[config.mk]
export PLATFORM = sky130hd
export DESIGN_NAME = seg7_row
export DESIGN_NICKNAME = d
export VERILOG_FILES = /design/src/rtl/seg7_pkg.sv /design/src/rtl/seg7_digit_cell.sv /design/src/rtl/seg7_out_reg.sv /design/src/rtl/seg7_row.sv
export SDC_FILE = /design/constraint.sdc
export NUM_CORES = 1
export LEC_CHECK = 0
export ABC_AREA = 0
export CORE_AREA = 2 2 61 63
export CTS_BUF_LIST = sky130_fd_sc_hd__clkbuf_4
export DETAILED_ROUTE_END_ITERATION = 8
export DIE_AREA = 0 0 63 65
export PLACE_DENSITY = 0.87
export SLEW_MARGIN = 20
export SYNTH_ARGS = -nofsm -noshare
export SYNTH_HDL_FRONTEND = slang
export SYNTH_SLANG_ARGS = --single-unit
[constraint.sdc]
create_clock -name clk -period 3.4 [get_ports clk]
set_input_delay 0.68 -clock clk [delete_from_list [all_inputs] [get_ports clk]]
set_output_delay 0.68 -clock clk [all_outputs]
set_load 0.05 [all_outputs]
[src/rtl/seg7_pkg.sv]
package seg7_pkg;

  localparam int unsigned BCD_W = 4;
  localparam int unsigned SEG_W = 7;

  typedef logic [BCD_W-1:0] bcd_t;
  typedef logic [SEG_W-1:0] seg_t;

  localparam seg_t SEG_DARK_N = '1;
  localparam seg_t SEG_FULL_N = '0;

  // Lit pattern, active high, bit 0 = segment a ... bit 6 = segment g.
  function automatic seg_t lit_pattern(input bcd_t code);
    seg_t p;
    case (code)
      4'd0:    p = 7'b0111111;
      4'd1:    p = 7'b0000110;
      4'd2:    p = 7'b1011011;
      4'd3:    p = 7'b1001111;
      4'd4:    p = 7'b1100110;
      4'd5:    p = 7'b1101101;
      4'd6:    p = 7'b1111101;
      4'd7:    p = 7'b0000111;
      4'd8:    p = 7'b1111111;
      4'd9:    p = 7'b1101111;
      default: p = 7'b0000000;
    endcase
    return p;
  endfunction

endpackage

[src/rtl/seg7_digit_cell.sv]
module seg7_digit_cell
  import seg7_pkg::*;
(
  input  bcd_t code_i,
  input  logic lt_n_i,
  input  logic bi_n_i,
  input  logic rbi_n_i,
  output seg_t seg_n_o,
  output logic rbo_n_o
);

  logic is_zero;
  assign is_zero = (code_i == '0);

  // Priority: forced blank, lamp test, ripple suppression, decode.
  always_comb begin
    seg_n_o = SEG_DARK_N;
    rbo_n_o = 1'b1;
    if (!bi_n_i) begin
      seg_n_o = SEG_DARK_N;
    end else if (!lt_n_i) begin
      seg_n_o = SEG_FULL_N;
    end else if (is_zero && !rbi_n_i) begin
      seg_n_o = SEG_DARK_N;
      rbo_n_o = 1'b0;
    end else begin
      seg_n_o = ~lit_pattern(code_i);
    end
  end

endmodule

[src/rtl/seg7_out_reg.sv]
module seg7_out_reg #(
  parameter int unsigned WIDTH = 8
) (
  input  logic             clk,
  input  logic             rst,
  input  logic [WIDTH-1:0] d_i,
  output logic [WIDTH-1:0] q_o
);

  always_ff @(posedge clk) begin
    if (rst) q_o <= '1;
    else     q_o <= d_i;
  end

endmodule

[src/rtl/seg7_row.sv]
module seg7_row
  import seg7_pkg::*;
#(
  parameter int unsigned NUM_DIGITS     = 4,
  parameter bit          KEEP_LAST_ZERO = 1'b1
) (
  input  logic                          clk,
  input  logic                          rst,
  input  logic [NUM_DIGITS*BCD_W-1:0]   bcd_i,
  input  logic [NUM_DIGITS-1:0]         lt_n_i,
  input  logic [NUM_DIGITS-1:0]         bi_n_i,
  input  logic                          rbi_n_i,
  output logic [NUM_DIGITS*SEG_W-1:0]   seg_n_o,
  output logic [NUM_DIGITS-1:0]         rbo_n_o
);

  localparam int unsigned SEG_BITS = NUM_DIGITS * SEG_W;
  localparam int unsigned TOP      = NUM_DIGITS - 1;

  logic [NUM_DIGITS-1:0] rbi_w;
  logic [NUM_DIGITS-1:0] rbo_w;
  logic [SEG_BITS-1:0]   seg_w;

  for (genvar k = 0; k < NUM_DIGITS; k++) begin : g_digit
    if (k == TOP) begin : g_head
      assign rbi_w[k] = rbi_n_i;
    end else if (k == 0 && KEEP_LAST_ZERO) begin : g_keep
      assign rbi_w[k] = 1'b1;
    end else begin : g_link
      assign rbi_w[k] = rbo_w[k+1];
    end

    seg7_digit_cell u_cell (
      .code_i  (bcd_i[k*BCD_W +: BCD_W]),
      .lt_n_i  (lt_n_i[k]),
      .bi_n_i  (bi_n_i[k]),
      .rbi_n_i (rbi_w[k]),
      .seg_n_o (seg_w[k*SEG_W +: SEG_W]),
      .rbo_n_o (rbo_w[k])
    );

    AST_FORCE_BLANK: assert property (@(posedge clk) disable iff (rst)
      !bi_n_i[k] |=> (seg_n_o[k*SEG_W +: SEG_W] == SEG_DARK_N) && rbo_n_o[k]);

    AST_LAMP_TEST: assert property (@(posedge clk) disable iff (rst)
      (bi_n_i[k] && !lt_n_i[k]) |=> (seg_n_o[k*SEG_W +: SEG_W] == SEG_FULL_N) && rbo_n_o[k]);

    AST_RBO_DARK: assert property (@(posedge clk) disable iff (rst)
      !rbo_n_o[k] |-> (seg_n_o[k*SEG_W +: SEG_W] == SEG_DARK_N));

    AST_CODE_OOR: assert property (@(posedge clk) disable iff (rst)
      (bi_n_i[k] && lt_n_i[k] && (bcd_i[k*BCD_W +: BCD_W] > 4'd9))
        |=> (seg_n_o[k*SEG_W +: SEG_W] == SEG_DARK_N) && rbo_n_o[k]);
  end

  seg7_out_reg #(.WIDTH(SEG_BITS)) u_seg_reg (
    .clk (clk),
    .rst (rst),
    .d_i (seg_w),
    .q_o (seg_n_o)
  );

  seg7_out_reg #(.WIDTH(NUM_DIGITS)) u_rbo_reg (
    .clk (clk),
    .rst (rst),
    .d_i (rbo_w),
    .q_o (rbo_n_o)
  );

  AST_RESET_DARK: assert property (@(posedge clk)
    rst |=> (seg_n_o == '1) && (rbo_n_o == '1));

endmodule

* Word-level counts from Yosys, hierarchy flattened
Memory sizes are Yosys's and may differ from the RTL's. Index checks and enable logic that the tools add are counted.
Cells by class: bitwise logic cells 9, mux-type cells 25, reductions and logical operators 14
Operator list (number):
- 2-to-1 mux 7 bit | 18
- NOT 7 bit | 4
- zero test 4 bit | 3
- OR reduction 2 bit | 4
- 2-to-1 mux 1 bit | 7
- NOT 1 bit | 5
- logical AND 1 bit | 3
- zero test 1 bit | 3
- OR reduction 3 bit | 1
Storage, ports and cells: register bits 32, memory bits (read-only) 448, memories 4, input bits 27, logic and storage cells 59
Memories:
- (no name shown) | depth 16, bits a word 7, rd ports 1, clocked after memory_dff 0, wr ports 0, line seg7_pkg.sv:15 | case (code)
- (no name shown) | depth 16, bits a word 7, rd ports 1, clocked after memory_dff 0, wr ports 0, line seg7_pkg.sv:15
- (no name shown) | depth 16, bits a word 7, rd ports 1, clocked after memory_dff 0, wr ports 0, line seg7_pkg.sv:15
- (no name shown) | depth 16, bits a word 7, rd ports 1, clocked after memory_dff 0, wr ports 0, line seg7_pkg.sv:15

* Logic depth before layout (Yosys ltp)
Gate-level depths: netlist (run 1).
word-level depth 18, gate-level depth with buffers 6, gate-level depth less buffers 6

* By module
Synthesis (run 1) repeated with hierarchy kept, for this count alone.
Second synthesis, totals: cells, all modules 213, area, all modules 1988.2 sq um
Modules (own cells, without submodules):
- seg7_out_reg at u_seg_reg | sequential area each 560.5 sq um, instances 1, cells each 58, area an instance 758.2 sq um
- seg7_digit_cell at g_digit[2].u_cell ... | sequential area each 0.0 sq um, instances 2, cells each 38, area an instance 282.8 sq um
- seg7_digit_cell at g_digit[0].u_cell | sequential area each 0.0 sq um, instances 1, cells each 35, area an instance 290.3 sq um
- seg7_digit_cell at g_digit[1].u_cell | sequential area each 0.0 sq um, instances 1, cells each 35, area an instance 265.3 sq um
- seg7_out_reg at u_rbo_reg | sequential area each 80.1 sq um, instances 1, cells each 8, area an instance 105.1 sq um
- seg7_row | sequential area each 0.0 sq um, instances 1, cells each 1, area an instance 3.8 sq um

* Worst setup path after synthesis (run 1)
No wires, ideal clock.
kind input -> register, start input bcd_i[12], end register u_seg_reg.q_o[17], library setup time 0.145 ns, slack 1.527 ns, arrival 1.728 ns, required time 3.255 ns, stages on the path 6, cell sequence inv_1 ha_1 nand2b_1 nor4_4 nor4bb_2 o21ai_0
Between the ends: word-level cells in the longest chain between the ends 9
Ends and longest elaborated chain:
- start, declared | line seg7_row.sv:9 | input logic [NUM_DIGITS*BCD_W-1:0] bcd_i,
- zero test 4 bit | line seg7_digit_cell.sv:13 | assign is_zero = (code_i == '0);
- logical AND 1 bit | line seg7_digit_cell.sv:23 | end else if (is_zero && !rbi_n_i) begin
- 2-to-1 mux 1 bit | line seg7_digit_cell.sv:23
- 2-to-1 mux 1 bit | line seg7_digit_cell.sv:21 | end else if (!lt_n_i) begin
- 2-to-1 mux 1 bit | line seg7_digit_cell.sv:19 | if (!bi_n_i) begin
- zero test 1 bit | line seg7_digit_cell.sv:23
- logical AND 1 bit | line seg7_digit_cell.sv:23
- 2-to-1 mux 7 bit | line seg7_digit_cell.sv:23
- 2-to-1 mux 7 bit | line seg7_digit_cell.sv:21
- end signal, assigned | line seg7_out_reg.sv:12 | else q_o <= d_i;
- end, declared | line seg7_out_reg.sv:7 | output logic [WIDTH-1:0] q_o
No other way between the ends. A chain may end at the register's enable or synchronous reset.

* Worst setup path after layout (run 1)
start input bcd_i[13], end register u_seg_reg.q_o[20]
Same word-level chain as after synthesis.

==> results.rst, run 1 <==
.. list-table::
   :header-rows: 1

   * - Metric
     - Value
   * - Maximum clock path buffer count
     - 2
   * - Post-CTS clock slew at the launch and capture registers of the worst setup and hold paths
     - roughly 0.08 ns
   * - Post-synthesis sequential area ratio
     - about 37%
   * - Top post-synthesis cells by area
     - dfxtp_1, ha_1, o21ai_0
   * - Syn Nets
     - about 240
   * - Maximum achievable frequency
     - around 430 MHz
   * - Share of layout cells above drive strength 1
     - 5.24%
   * - Total Wirelength
     - roughly 3000 µm
   * - Asr flop ratio synth
     - 0%
   * - Final weighted congestion in routability-driven placement
     - 0.786
   * - Area growth from synthesis to layout
     - 39.3%
   * - Number of standard-cell rows in the floorplan
     - 22
   * - DR WL/cell
     - 10.1 µm
   * - Total CTS buffers
     - 5
   * - CTS root buffer
     - clkbuf_4
   * - Routed length on met1
     - around 1200 µm
   * - Critical Path End Type
     - flip-flop
   * - Highest-delay cell along the critical path
     - clkdlybuf4s50_1
   * - Number of enable flip-flop cells after synthesis
     - 0
   * - Peak fanout along the critical path
     - 6
   * - Synth warn
     - 0
   * - Layout Cells excl Fill
     - between 200 and 300
   * - Summed instance area of the synthesized netlist
     - ~1700 µm²
   * - Total number of H-tree levels
     - 2
   * - Final net count
     - slightly below 300
   * - Total negative slack for setup checks
     - 0 ns
   * - Final antenna diode count
     - 0
   * - Max rail drop VDD
     - 0.162 mV
   * - Startpoint class of the critical path
     - input port
   * - Avg Cell Area, Syn
     - around 8.9 µm²
   * - Max-slew headroom at the worst pin
     - ~65%
   * - Overall Power
     - 0.000806 W
   * - Top-level port count
     - 59
   * - Post-synthesis cell type with the largest combined area
     - dfxtp_1
   * - Critical path's largest stage delay
     - around 0.56 ns
   * - Number of DRC markers in iteration 0
     - 48
   * - Met2 routed wirelength
     - 1570 µm
   * - Cell count after synthesis
     - between 150 and 200
   * - Floorplan core area
     - approximately 3500 µm²
   * - Worst setup path class
     - in -> reg
   * - TritonCTS clock tree
     - yes
   * - Run status
     - completed
   * - Max-slew violation count
     - 0
   * - DRT antenna net count
     - 0
   * - Sink count of the clock tree
     - 31
   * - Top sig layer
     - met4
   * - Total number of vias
     - ~1,400
   * - Post-placement worst setup slack
     - 0.716 ns
   * - Fraction of the core area covered by cells at the end of the flow
     - between 60% and 70%
   * - Post-CTS Setup Bufs
     - 0
   * - Crit path cell chain
     - clkdlybuf4s50_1 -> inv_1 -> ha_1 -> nand2b_1 -> nor4_4 -> nor4bb_2 -> o21ai_1
   * - Wire length of the first global-routing pass
     - 5310 µm
   * - HPWL after DPL
     - 2500 µm
   * - Arr. time, crit path
     - roughly 2.5 ns
   * - Yosys reg bits
     - 31
   * - Number of max-capacitance violations reported
     - 0
   * - Via density
     - between 4 and 5
   * - Overall die width
     - around 63 µm
   * - Count of buffers inserted at the top-level ports
     - 57
   * - Vias in the first global route
     - roughly 1,300
   * - Overall die height
     - 65 µm
   * - Number of hold-slack violations in the final timing report
     - 0
   * - Crit path setup slack, layout
     - 1.07 ns
   * - Commonest non-fill, non-tap cell in the layout
     - clkdlybuf4s50_1
   * - Area occupied by multi-input gates
     - approximately 930 µm²
   * - Layout filler cell count
     - about 290
   * - Placed instance count
     - between 200 and 300
   * - Synth Flop Type
     - dfxtp_1
   * - Total power density per cell area
     - around 350 nW/µm²
   * - Total leakage power
     - a little over 1 nW
   * - DRC viols
     - 0
   * - Maximum number of pins on one net before global-route repair
     - 13
   * - Total track usage
     - around 17%
   * - Post-synthesis cell type count
     - 30
   * - Number of resized instances in the post-cts repair step
     - 0
   * - Required @ worst endpoint
     - around 3.6 ns
   * - Measured slew at the worst slew-check pin
     - roughly 0.52 ns
   * - Unrepaired setup endpoints after global routing
     - no
   * - Share of Yosys cell area claimed by the top area cell type
     - a little under two fifths
   * - Die Outline Area
     - between 4000 and 5000 µm²
   * - Hold buffers post-CTS
     - 0
   * - Worst hold path class
     - in -> reg
   * - Initial core utilization
     - between 40% and 50%
   * - Fin crit period
     - between 2 and 2.5 ns
   * - Register cell area after layout
     - slightly above 600 µm²
   * - Sum of met3 wire segment lengths after detailed routing
     - 155 µm
   * - Commonest cells after routing, fill and taps aside
     - clkdlybuf4s50_1, dfxtp_1, ha_1, inv_1, o21ai_0
   * - Final worst-path cycle share
     - slightly below 70%
   * - Endpoints failing setup
     - 0
   * - Initial antenna violation count
     - 0
   * - First-pass detailed-route iteration total
     - 4
   * - Total grt overflow
     - 0
==> path summary, 6_finish.rpt <==
path	from	cells past startpoint	to
worst max-delay path	bcd_i[13]	7	u_seg_reg.q_o[20]$_SDFF_PP1_
worst min-delay path	lt_n_i[0]	3	u_seg_reg.q_o[4]$_SDFF_PP1_
==> layout make-up <==
class,count,share of cell area (%)
Tap cell,48,2.59
Clock inverter,2,0.324
Clock buffer,6,1.94
Sequential cell,31,26.8
Inverter,21,3.40
Timing Repair Buffer,57,24.6
Multi-Input combinational cell,131,40.3
==> through the flow <==
step | hold slack [ns] | instance area (µm²)
final | 0.931 | 2320
after global routing | 0.958 | 2320
after CTS | 0.923 | 2320
after detailed placement | 1.27 | 2260
after global placement | 1.27 | 2260
after floorplan | 0.752 | 1660
==> sequential cells by signal, summed over array words and instances (netlist names) <==
name           count
u_seg_reg.q_o     28
u_rbo_reg.q_o      3
==> synth_stat cells, drive strengths merged (2+ instances only) <==
cell type,n
a21o,2
a21boi,3
nor4,2
nor2b,4
nor2,8
o211ai,2
nand2b,4
nand2,19
dfxtp,31
a21oi,18
inv,21
nand3b,2
buf,3
nand4bb,2
nand3,6
ha,24
o21ai,26
o31ai,2
==> power breakdown <==
| group | total, W | internal (W) | switching [W] |
|---|---|---|---|
| combinational | 0.000227 | 0.0000890 | 0.000138 |
| sequential | 0.000386 | 0.000382 | 0.00000446 |
| clock | 0.000193 | 0.0000843 | 0.000108 |
| total | 0.000806 | 0.000555 | 0.000250 |
==> worst max-delay path: cells and delay by family <==
family	cells	cell delay (ns)
fa+ha+maj	1	0.22
compound gates	1	0.15
buf+inv	2	0.68
simple gates	3	0.78
==> layer usage <==
metal,vias to the layer above,global-route usage [%]
met3,5,5.03
met2,41,30.7
li1,744,-
met4,0,8.06
met1,611,17.1
met5,-,0
==> cell families after synthesis <==
family          synth area share (%)
compound gates                  17.5
simple gates                    20.3
flops                           37.3
buf+inv                         6.55
fa+ha+maj                       18.1
other cells                    0.226
No activity file was read; power rests on OpenSTA's default activity.
==> run 2: changes to the inputs <==
--- a/config.mk
+++ b/config.mk
@@ -6,11 +6,11 @@
 export NUM_CORES = 1
 export LEC_CHECK = 0
 export ABC_AREA = 0
-export CORE_AREA = 2 2 61 63
+export CORE_AREA = 2 2 64 66
 export CTS_BUF_LIST = sky130_fd_sc_hd__clkbuf_4
 export DETAILED_ROUTE_END_ITERATION = 8
-export DIE_AREA = 0 0 63 65
-export PLACE_DENSITY = 0.87
+export DIE_AREA = 0 0 66 68
+export PLACE_DENSITY = 0.8
 export SLEW_MARGIN = 20
 export SYNTH_ARGS = -nofsm -noshare
 export SYNTH_HDL_FRONTEND = slang
==> constraint.sdc (replaced) <==
create_clock -name clk -period 2.4 [get_ports clk]
set_input_delay 0.48 -clock clk [delete_from_list [all_inputs] [get_ports clk]]
set_output_delay 0.48 -clock clk [all_outputs]
set_load 0.05 [all_outputs]
==> run 2 against run 1 <==
Net effect: sequential power is 42% higher; cell area is 2.7% higher; core utilization down 4.6 points; combinational power rose by 46%; global-route usage is 1.9 points lower; routed wire length grew 1.1%; critical path type unchanged; largest cell class unchanged; largest power group unchanged.
==> results.rst, run 2 (synthesis gave the netlist of run 1 again) <==
.. list-table::
   :header-rows: 1

   * - Metric
     - Value
   * - Total number of vias
     - 1,402
   * - Run status
     - completed
   * - DR WL/cell
     - slightly below 10 µm
   * - Design Area, Final
     - about 2400 µm²
   * - Number of max-capacitance violations reported
     - 0
   * - Arr. time, crit path
     - ~2.1 ns
   * - Vias in the first global route
     - approximately 1,300
   * - Total leakage power
     - roughly 1.0 nW
   * - Total grt overflow
     - 0
   * - Peak fanout along the critical path
     - 5
   * - Max-slew violation count
     - 0
   * - Area growth from synthesis to layout
     - 43.0%
   * - DRC viols
     - 0
   * - Total negative slack for setup checks
     - 0 ns
   * - Area after detailed placement
     - ~2300 µm²
   * - Maximum number of pins on one net before global-route repair
     - 12
   * - Share of layout cells above drive strength 1
     - 8.20%
   * - Fin crit period
     - 1.94 ns
   * - Net switching power
     - between 0.0003 and 0.0004 W
   * - Combinational Power Share
     - between 20% and 30%
   * - Number of standard-cell rows in the floorplan
     - 23
   * - HPWL after DPL
     - 2520 µm
   * - First-pass detailed-route iteration total
     - 4
   * - Total Wirelength
     - about 3000 µm
   * - Post-CTS Setup Bufs
     - 0
   * - Via density
     - around 4.6
   * - Post-CTS clock slew at the launch and capture registers of the worst setup and hold paths
     - 0.09 ns
   * - Required @ worst endpoint
     - 2.58 ns
   * - Biggest regs
     - u_seg_reg.q_o (28), u_rbo_reg.q_o (3)
   * - Worst setup path class
     - in -> reg
   * - Total number of H-tree levels
     - 2
   * - Overall die height
     - 68 µm
   * - Total track usage
     - roughly 15%
   * - Register with the most flip-flops
     - u_seg_reg.q_o
   * - DRT antenna net count
     - 0
   * - Commonest cells after routing, fill and taps aside
     - clkdlybuf4s50_1, dfxtp_1, ha_1, inv_1, o21ai_0
   * - Maximum achievable frequency
     - between 500 and 600 MHz
   * - Final net count
     - between 300 and 400
   * - Total CTS buffers
     - 5
   * - Die Outline Area
     - ~4500 µm²
   * - Unrepaired setup endpoints after global routing
     - no
   * - Overall die width
     - 66 µm
   * - Max rail drop VDD
     - 0.200 mV
   * - Final worst-path cycle share
     - roughly 80%
   * - Hold buffers post-CTS
     - 0
   * - Number of resized instances in the post-cts repair step
     - 0
   * - Startpoint class of the critical path
     - input port
   * - Measured slew at the worst slew-check pin
     - about 0.53 ns
   * - Floorplan core area
     - just under 4000 µm²
   * - Max-slew headroom at the worst pin
     - 64.9%
   * - Sink count of the clock tree
     - 31
   * - TritonCTS clock tree
     - yes
   * - Commonest non-fill, non-tap cell in the layout
     - clkdlybuf4s50_1
   * - Endpoints failing setup
     - 0
   * - Number of hold-slack violations in the final timing report
     - 0
   * - Switching portion of total power
     - 30.8%
   * - Top-level port count
     - between 50 and 60
   * - Wire length of the first global-routing pass
     - just over 5000 µm
   * - Critical Path End Type
     - flip-flop
   * - Count of buffers inserted at the top-level ports
     - 57
   * - Fraction of power consumed by the clock network
     - between 20% and 30%
   * - Internal Power
     - a little under 0.0008 W
   * - Total power density per cell area
     - between 400 and 500 nW/µm²
   * - Flip-flop count of the largest register after layout
     - 28
   * - CTS root buffer
     - clkbuf_4
   * - Maximum clock path buffer count
     - 2
   * - Share of total power in sequential cells
     - between 40% and 50%
   * - Initial antenna violation count
     - 0
   * - Final weighted congestion in routability-driven placement
     - 0.860
   * - Worst hold path class
     - in -> reg
   * - Initial core utilization
     - 43.1%
   * - Final antenna diode count
     - 0
   * - Number of DRC markers in iteration 0
     - 50
==> run 2: cell count changes in the layout (fill, tap and decap cells not counted), sizes merged <==
cell,previous run,this run
buf,0,8
==> run 2: cell type report <==
class / instances / area [µm²]
clock inverter: 2 / 7.51
sequential: 31 / 621
fill: 353 / 1480
timing repair buffer: 65 / 631
multi-input combinational: 131 / 933
inverter: 21 / 78.8
tap: 50 / 62.6
clock buffer: 6 / 45.0
==> run 2: worst max-delay path, cell delays in order <==
cell	delay (ns)
clkdlybuf4s50_1	0.51
inv_1	0.10
ha_1	0.23
nand2b_1	0.20
o31ai_1	0.09
a21boi_0	0.36
o21ai_0	0.15
==> run 2: worst paths after layout <==
| kind | depth (start not counted) | slack, ns | end | startpoint |
|---|---|---|---|---|
| hold / removal | 3 | 0.75 | u_seg_reg.q_o[4]$_SDFF_PP1_ | lt_n_i[0] |
| setup / recovery | 7 | 0.46 | u_seg_reg.q_o[21]$_SDFF_PP1_ | bcd_i[12] |
==> run 2: power groups by stage <==
stage / clock network [W] / logic, W / registers, W
after floorplan: 0 / 0.000101 / 0.000656
after detailed placement: 0 / 0.000332 / 0.000559
final: 0.000270 / 0.000332 / 0.000547
after CTS: 0.000285 / 0.000333 / 0.000547
after global placement: 0 / 0.000328 / 0.000559
after global routing: 0.000300 / 0.000360 / 0.000549
==> run 2: metal layers <==
metal	GRT usage (%)	wire [µm]	up-vias
met5	0	0	-
met4	6.12	49	0
met3	5.10	177	4
met2	27.5	1540	41
met1	15.2	1250	595
li1	-	-	762
==> run 2: per-stage QoR <==
step           power, W  utilization (%)  setup WS (ns)  instances  hold WS [ns]
2_1_floorplan  0.000757                -          0.727        187         0.552
3_3_place_gp   0.000887             60.3          0.192        298          1.07
3_5_place_dp   0.000891             60.3          0.133        298          1.07
4_1_cts         0.00117             61.7          0.448        306         0.733
5_1_grt         0.00121             61.7          0.292        306         0.741
6_report        0.00115             61.7          0.461        306         0.748
